===== src/rtl/h7_offset_pwm.sv =====
module h7_offset_pwm #(
  parameter int REF_W = 16,
  parameter int DEAD  = 4
)(
  input  logic                    clk,
  input  logic                    rst,
  input  logic                    neg_rail,
  input  logic [REF_W-2:0]        dc_half,
  input  logic signed [REF_W-1:0] ref_a,
  input  logic signed [REF_W-1:0] ref_b,
  input  logic signed [REF_W-1:0] ref_c,
  output logic [2:0]              gate_hi,
  output logic [2:0]              gate_lo,
  output logic                    gate_s7
);
  localparam int W    = REF_W + 2;
  localparam int DT_W = $clog2(DEAD + 2);

  logic signed [W-1:0] in_ref [3];
  logic signed [W-1:0] in_half, in_max, in_min, offset;
  logic signed [W-1:0] next_mod [3];

  assign in_ref[0] = W'(ref_a);
  assign in_ref[1] = W'(ref_b);
  assign in_ref[2] = W'(ref_c);
  assign in_half   = W'(signed'({1'b0, dc_half}));

  always_comb begin
    in_max = in_ref[0];
    in_min = in_ref[0];
    for (int i = 1; i < 3; i++) begin
      if (in_ref[i] > in_max) in_max = in_ref[i];
      if (in_ref[i] < in_min) in_min = in_ref[i];
    end
  end

  assign offset = neg_rail ? (-in_half - in_min) : (in_half - in_max);

  always_comb begin
    for (int i = 0; i < 3; i++) begin
      next_mod[i] = in_ref[i] + offset;
      if (next_mod[i] > in_half)       next_mod[i] = in_half;
      else if (next_mod[i] < -in_half) next_mod[i] = -in_half;
    end
  end

  logic signed [W-1:0] mod_r [3];
  logic signed [W-1:0] half_r, car, lat_max, lat_min;
  logic                neg_r, active, active_d, dir_up, boundary;

  assign boundary = dir_up && (car >= half_r - W'(1));

  always_ff @(posedge clk) begin
    if (rst) begin
      car      <= '0;
      dir_up   <= 1'b1;
      half_r   <= '0;
      neg_r    <= 1'b0;
      active   <= 1'b0;
      active_d <= 1'b0;
      for (int i = 0; i < 3; i++) mod_r[i] <= '0;
    end else begin
      active_d <= active;
      if (boundary) begin
        half_r <= in_half;
        neg_r  <= neg_rail;
        active <= 1'b1;
        for (int i = 0; i < 3; i++) mod_r[i] <= next_mod[i];
        car    <= in_half - W'(2);
        dir_up <= 1'b0;
      end else if (dir_up) begin
        car <= car + W'(1);
      end else if (car <= -half_r) begin
        car    <= car + W'(1);
        dir_up <= 1'b1;
      end else begin
        car <= car - W'(1);
      end
    end
  end

  always_comb begin
    lat_max = mod_r[0];
    lat_min = mod_r[0];
    for (int i = 1; i < 3; i++) begin
      if (mod_r[i] > lat_max) lat_max = mod_r[i];
      if (mod_r[i] < lat_min) lat_min = mod_r[i];
    end
  end

  logic [2:0]      raw, raw_q;
  logic            raw_s7, s7_q;
  logic [DT_W-1:0] dt [3];

  always_comb
    for (int i = 0; i < 3; i++) raw[i] = active && (mod_r[i] > car);

  assign raw_s7 = active && (neg_r ? (car < lat_max) : (car >= lat_min));

  always_ff @(posedge clk) begin
    if (rst) begin
      raw_q <= '0;
      s7_q  <= 1'b0;
      for (int i = 0; i < 3; i++) dt[i] <= '0;
    end else begin
      s7_q <= raw_s7;
      for (int i = 0; i < 3; i++) begin
        if (raw[i] != raw_q[i]) begin
          raw_q[i] <= raw[i];
          dt[i]    <= DT_W'(DEAD);
        end else if (dt[i] != '0) begin
          dt[i] <= dt[i] - 1'b1;
        end
      end
    end
  end

  always_comb
    for (int i = 0; i < 3; i++) begin
      gate_hi[i] = raw_q[i] && (dt[i] == '0);
      gate_lo[i] = active_d && !raw_q[i] && (dt[i] == '0);
    end

  assign gate_s7 = s7_q;

  p_idle_r1: assert property (@(posedge clk) disable iff (rst)
    !active_d |-> (gate_hi == 3'b000 && gate_lo == 3'b000 && !gate_s7));

  p_leg_excl_r5: assert property (@(posedge clk) disable iff (rst)
    (gate_hi & gate_lo) == 3'b000);

  p_zero_pos_r2: assert property (@(posedge clk) disable iff (rst)
    (active_d && !neg_r && !$past(neg_r) && !$past(neg_r, 2)) |-> !(&gate_lo));

  p_zero_neg_r3: assert property (@(posedge clk) disable iff (rst)
    (active_d && neg_r && $past(neg_r) && $past(neg_r, 2)) |-> !(&gate_hi));

  p_s7_pos_r6: assert property (@(posedge clk) disable iff (rst)
    (active_d && !gate_s7 && !neg_r && !$past(neg_r) && !$past(neg_r, 2))
      |-> (gate_lo == 3'b000));

  p_s7_neg_r7: assert property (@(posedge clk) disable iff (rst)
    (active_d && !gate_s7 && neg_r && $past(neg_r) && $past(neg_r, 2))
      |-> (gate_hi == 3'b000));

  p_car_range_r4: assert property (@(posedge clk) disable iff (rst)
    active |-> (car >= -half_r && car <= half_r - W'(1)));

  p_hold_r9: assert property (@(posedge clk) disable iff (rst)
    !boundary |=> ($stable(mod_r[0]) && $stable(mod_r[1]) && $stable(mod_r[2])
                   && $stable(neg_r) && $stable(half_r)));
endmodule


===== config.mk =====
export PLATFORM = sky130hd
export DESIGN_NAME = h7_offset_pwm
export DESIGN_NICKNAME = d
export VERILOG_FILES = /design/src/rtl/h7_offset_pwm.sv
export SDC_FILE = /design/constraint.sdc
export NUM_CORES = 1
export LEC_CHECK = 0
export CORE_ASPECT_RATIO = 0.75
export CORE_MARGIN = 10
export CORE_UTILIZATION = 30
export DETAILED_ROUTE_END_ITERATION = 6
export GPL_ROUTABILITY_DRIVEN = 1
export PLACE_DENSITY = 0.45
export SKIP_CTS_REPAIR_TIMING = 1
export SYNTH_ARGS = -nofsm -noshare
export SYNTH_HDL_FRONTEND = slang
export SYNTH_SLANG_ARGS = --single-unit

===== constraint.sdc =====
create_clock -name clk -period 14.9 [get_ports clk]
set_input_delay 2.98 -clock clk [delete_from_list [all_inputs] [get_ports clk]]
set_output_delay 2.98 -clock clk [all_outputs]
set_load 0.01 [all_outputs]

==> flow_summary.json <==
{
  "max_slew.worst_pin.slew_ns": 1.19,
  "critPathLaunchType": "input pin",
  "clock.fmax_mhz": 70.0,
  "required_time_of_the_critical_path_ns": 15.04,
  "max-cap-violations": 0,
  "synthCells": 2416,
  "dr.pass1.iters": 5,
  "clock_path_buffers": 2,
  "routed_wire_length_per_instance_um": 24.6,
  "setup.reg_to_reg.worst_slack_ns": 6.63,
  "setup_total_negative_slack_ns": 0,
  "rows": 81,
  "tritoncts": "done",
  "post_synth.cell_area_avg_sq_um": 8.19,
  "final_core_utilization_pct": 34.4,
  "timing.final.crit_share_pct": 95.9,
  "grt_pass1_vias": 18200,
  "hold_depth": 2,
  "antenna_found_initial": 3,
  "cts.reportedPaths.clkPinSlew_ns": 0.08,
  "placed_cells": 3375,
  "gp_congestion": 0.948,
  "synth-edff-count": 63,
  "finalNetCount": 3007,
  "hold_path_end": "half_r[6]$_SDFFE_PP0P_",
  "finalWirelength_mm": 83.5,
  "grt_setup_unrepaired": "no",
  "drcViolationCount": 0,
  "die_height_um": 242,
  "start_util_pct": 30.3,
  "min_path_type": "flop to flop",
  "max-slew-margin-rel_pct": 19.7,
  "final-hold-violation-count": 0,
  "drt_iter0_drcs": 1898,
  "reg_to_reg_critical_path_startpoint": "mod_r[0][1]$_SDFFCE_PN0P_",
  "outcome": "finished, final reports clean",
  "dpl.hpwl_mm": 71.2,
  "io-pin-count": 73,
  "cts_root_buffer": "sky130_fd_sc_hd__clkbuf_16",
  "areaGrowthSynthToFinish_pct": 13.3,
  "synthTopCellsByArea": "sky130_fd_sc_hd__ha_1 (26%), sky130_fd_sc_hd__edfxtp_1 (9.6%), sky130_fd_sc_hd__mux2i_1 (5.8%), sky130_fd_sc_hd__xnor2_1 (4.6%), sky130_fd_sc_hd__a21oi_1 (4.2%)",
  "synth_largest_area_cell": "sky130_fd_sc_hd__ha_1",
  "async_flop_share_pct": 0,
  "design.die.area_sq_um": 76700,
  "postSynthRegisterBits": 104,
  "maximum_number_of_pins_on_one_net_before_global_route_repair": 55,
  "synthesized_cell_area_sq_um": 19800,
  "insertion_delay_ns": 0.38,
  "timing_worst_setup_path_type": "input pin to flop",
  "synth_top_cell_area_share_pct": 26.5,
  "crit-reg2reg-capture": "gate_s7$_SDFF_PP0_",
  "dr_total_vias": 19000,
  "clock_buffers_created_by_tritoncts": 9,
  "synth_cell_type_count": 91,
  "place.port_buffers": 72,
  "cts_max_level": 3,
  "timing.critical_path.slowest_cell_delay_ns": 0.59,
  "finClkSkew_ns": 0.0167,
  "crit_path_top_delay_cell": "sky130_fd_sc_hd__or4_1",
  "worst_hold_startpoint": "half_r[6]$_SDFFE_PP0P_",
  "end_kind": "flop",
  "ratio_of_cells_with_drive_above_1_in_the_final_layout_pct": 8.49,
  "critPathArrivalTime_ns": 14.43,
  "ff2ff_path_depth": 34,
  "finalMaxSlewViolations": 0,
  "stdcell_count": 3398,
  "grt_pass1_wl_mm": 122,
  "synth_ff_type": "sky130_fd_sc_hd__edfxtp_1",
  "mappedNetlistNets": 2906,
  "synth.yosys.seq_area_share_pct": 13.7,
  "avgViaCountPerCell": 5.59,
  "yosysWarningCount": 0,
  "grt_overflow": 0,
  "crit_path_max_fanout": 17,
  "fin_crit_ns": 14.29,
  "die-width_um": 317,
  "globalRouteTotalUtil_pct": 21.0,
  "setup_viol": 0,
  "coreArea_sq_um": 65300,
  "cts_num_sinks": 104,
  "antenna_nets_post_route": 0
}
## critical path: cells and delay by family
| family | cells | cell delay [ns] |
|---|---|---|
| xor+xnor | 2 | 0.30 |
| buf+inv | 9 | 1.91 |
| fa+ha+maj | 6 | 1.96 |
| mux | 3 | 1.16 |
| simple gates | 11 | 2.50 |
| compound gates | 19 | 3.56 |
## registers in the layout, indices dropped and copies added (netlist names)
| register | flops |
|---|---|
| active | 1 |
| car | 18 |
| gate_s7 | 1 |
| active_d | 1 |
| raw_q | 3 |
| mod_r | 54 |
| dir_up | 1 |
| half_r | 15 |
| dt | 9 |
| neg_r | 1 |
## through the flow
stage / area [sq um] / setup slack [ns] / hold slack (ns)
2_1_floorplan: 19800 / 0.943 / 0.450
3_3_place_gp: 22000 / 0.267 / 0.519
3_5_place_dp: 22000 / 0.0852 / 0.522
4_1_cts: 22300 / 0.456 / 0.543
5_1_grt: 22400 / 0.0338 / 0.572
6_report: 22400 / 0.607 / 0.530
## cells in the final DEF (no fill, tap or decap), drive strengths merged, types with 34 or more instances in the layout
master	n
edfxtp	63
xnor2	105
o21ai	113
buf	83
mux2	58
nor3	46
a21o	92
clkdlybuf4s50	71
o21a	47
nor2b	47
inv	184
a21oi	167
mux2i	114
nand2	170
nand2b	34
nand4	54
ha	419
nand3	48
nor2	190
dfxtp	41
## layer usage
layer  vias to the layer above  wire (um)  global-route usage (%)  part of all wire, %
met4                         4       1500                    4.00                  1.8
met1                      9075      43200                    32.3                   52
met5                         -        186                    1.69                 0.22
li1                       9187          -                       -                    -
met3                        71       8020                    6.71                  9.6
met2                       660      30700                    27.4                   37
## cell usage after synthesis, types with 9 or more instances
| cell | instances |
|---|---|
| sky130_fd_sc_hd__and4_1 | 10 |
| sky130_fd_sc_hd__mux2_2 | 58 |
| sky130_fd_sc_hd__and3_1 | 18 |
| sky130_fd_sc_hd__a21oi_1 | 167 |
| sky130_fd_sc_hd__nor3_1 | 45 |
| sky130_fd_sc_hd__xnor2_1 | 105 |
| sky130_fd_sc_hd__or4_1 | 9 |
| sky130_fd_sc_hd__mux2i_1 | 114 |
| sky130_fd_sc_hd__or2_2 | 11 |
| sky130_fd_sc_hd__inv_1 | 179 |
| sky130_fd_sc_hd__or3_1 | 13 |
| sky130_fd_sc_hd__o21ai_0 | 108 |
| sky130_fd_sc_hd__ha_1 | 419 |
| sky130_fd_sc_hd__a31oi_1 | 16 |
| sky130_fd_sc_hd__nand3_1 | 46 |
| sky130_fd_sc_hd__nand4_1 | 53 |
| sky130_fd_sc_hd__xor2_1 | 30 |
| sky130_fd_sc_hd__nand2b_1 | 34 |
| sky130_fd_sc_hd__a221oi_1 | 14 |
| sky130_fd_sc_hd__clkbuf_1 | 50 |
| sky130_fd_sc_hd__a21o_1 | 92 |
| sky130_fd_sc_hd__nor2_1 | 189 |
| sky130_fd_sc_hd__o31ai_1 | 17 |
| sky130_fd_sc_hd__o211ai_1 | 30 |
| sky130_fd_sc_hd__o21a_1 | 47 |
| sky130_fd_sc_hd__dfxtp_1 | 41 |
| sky130_fd_sc_hd__edfxtp_1 | 63 |
| sky130_fd_sc_hd__nor4_1 | 18 |
| sky130_fd_sc_hd__and2_1 | 21 |
| sky130_fd_sc_hd__nand2_1 | 169 |
| sky130_fd_sc_hd__a211oi_1 | 17 |
| sky130_fd_sc_hd__nor2b_1 | 47 |
## layout make-up
| type | count | area [sq um] |
|---|---|---|
| Antenna cell | 5 | 12.5 |
| Clock buffer | 10 | 239 |
| Clock inverter | 6 | 60.1 |
| Fill cell | 6840 | 42800 |
| Inverter | 181 | 679 |
| Multi-Input combinational cell | 2066 | 16200 |
| Sequential cell | 104 | 2710 |
| Tap cell | 871 | 1090 |
| Timing Repair Buffer | 155 | 1410 |
## how the worst max path moves through the flow
| stage | startpoint | to | slack (ns) |
|---|---|---|---|
| after detailed placement | ref_a[13] | mod_r[0][10]$_SDFFCE_PN0P_ | 0.09 |
| after global routing | ref_a[13] | mod_r[0][38]$_SDFFCE_PN0P_ | 0.03 |
| after CTS | ref_a[13] | mod_r[0][10]$_SDFFCE_PN0P_ | 0.46 |
| after global placement | ref_a[14] | mod_r[0][3]$_SDFFCE_PN0P_ | 0.27 |
| final | ref_a[13] | mod_r[0][36]$_SDFFCE_PN0P_ | 0.61 |
| after floorplan | ref_a[15] | mod_r[0][14]$_SDFFCE_PN0P_ | 0.94 |
## kinds of logic after synthesis
| logic type | Yosys count | synth area share (%) |
|---|---|---|
| AND/OR/NAND/NOR | 709 | 17.9 |
| flip-flops | 104 | 13.7 |
| multiplexers | 172 | 9.07 |
| AO/OA/AOI/OAI | 626 | 21.5 |
| adder cells (fa/ha/maj) | 424 | 27.0 |
| XOR/XNOR | 135 | 5.98 |
| buffers and inverters | 246 | 4.83 |
Power is left out: the tool's default activity adds up to more than one toggle a clock period on the data nets, which glitch-free logic cannot reach.
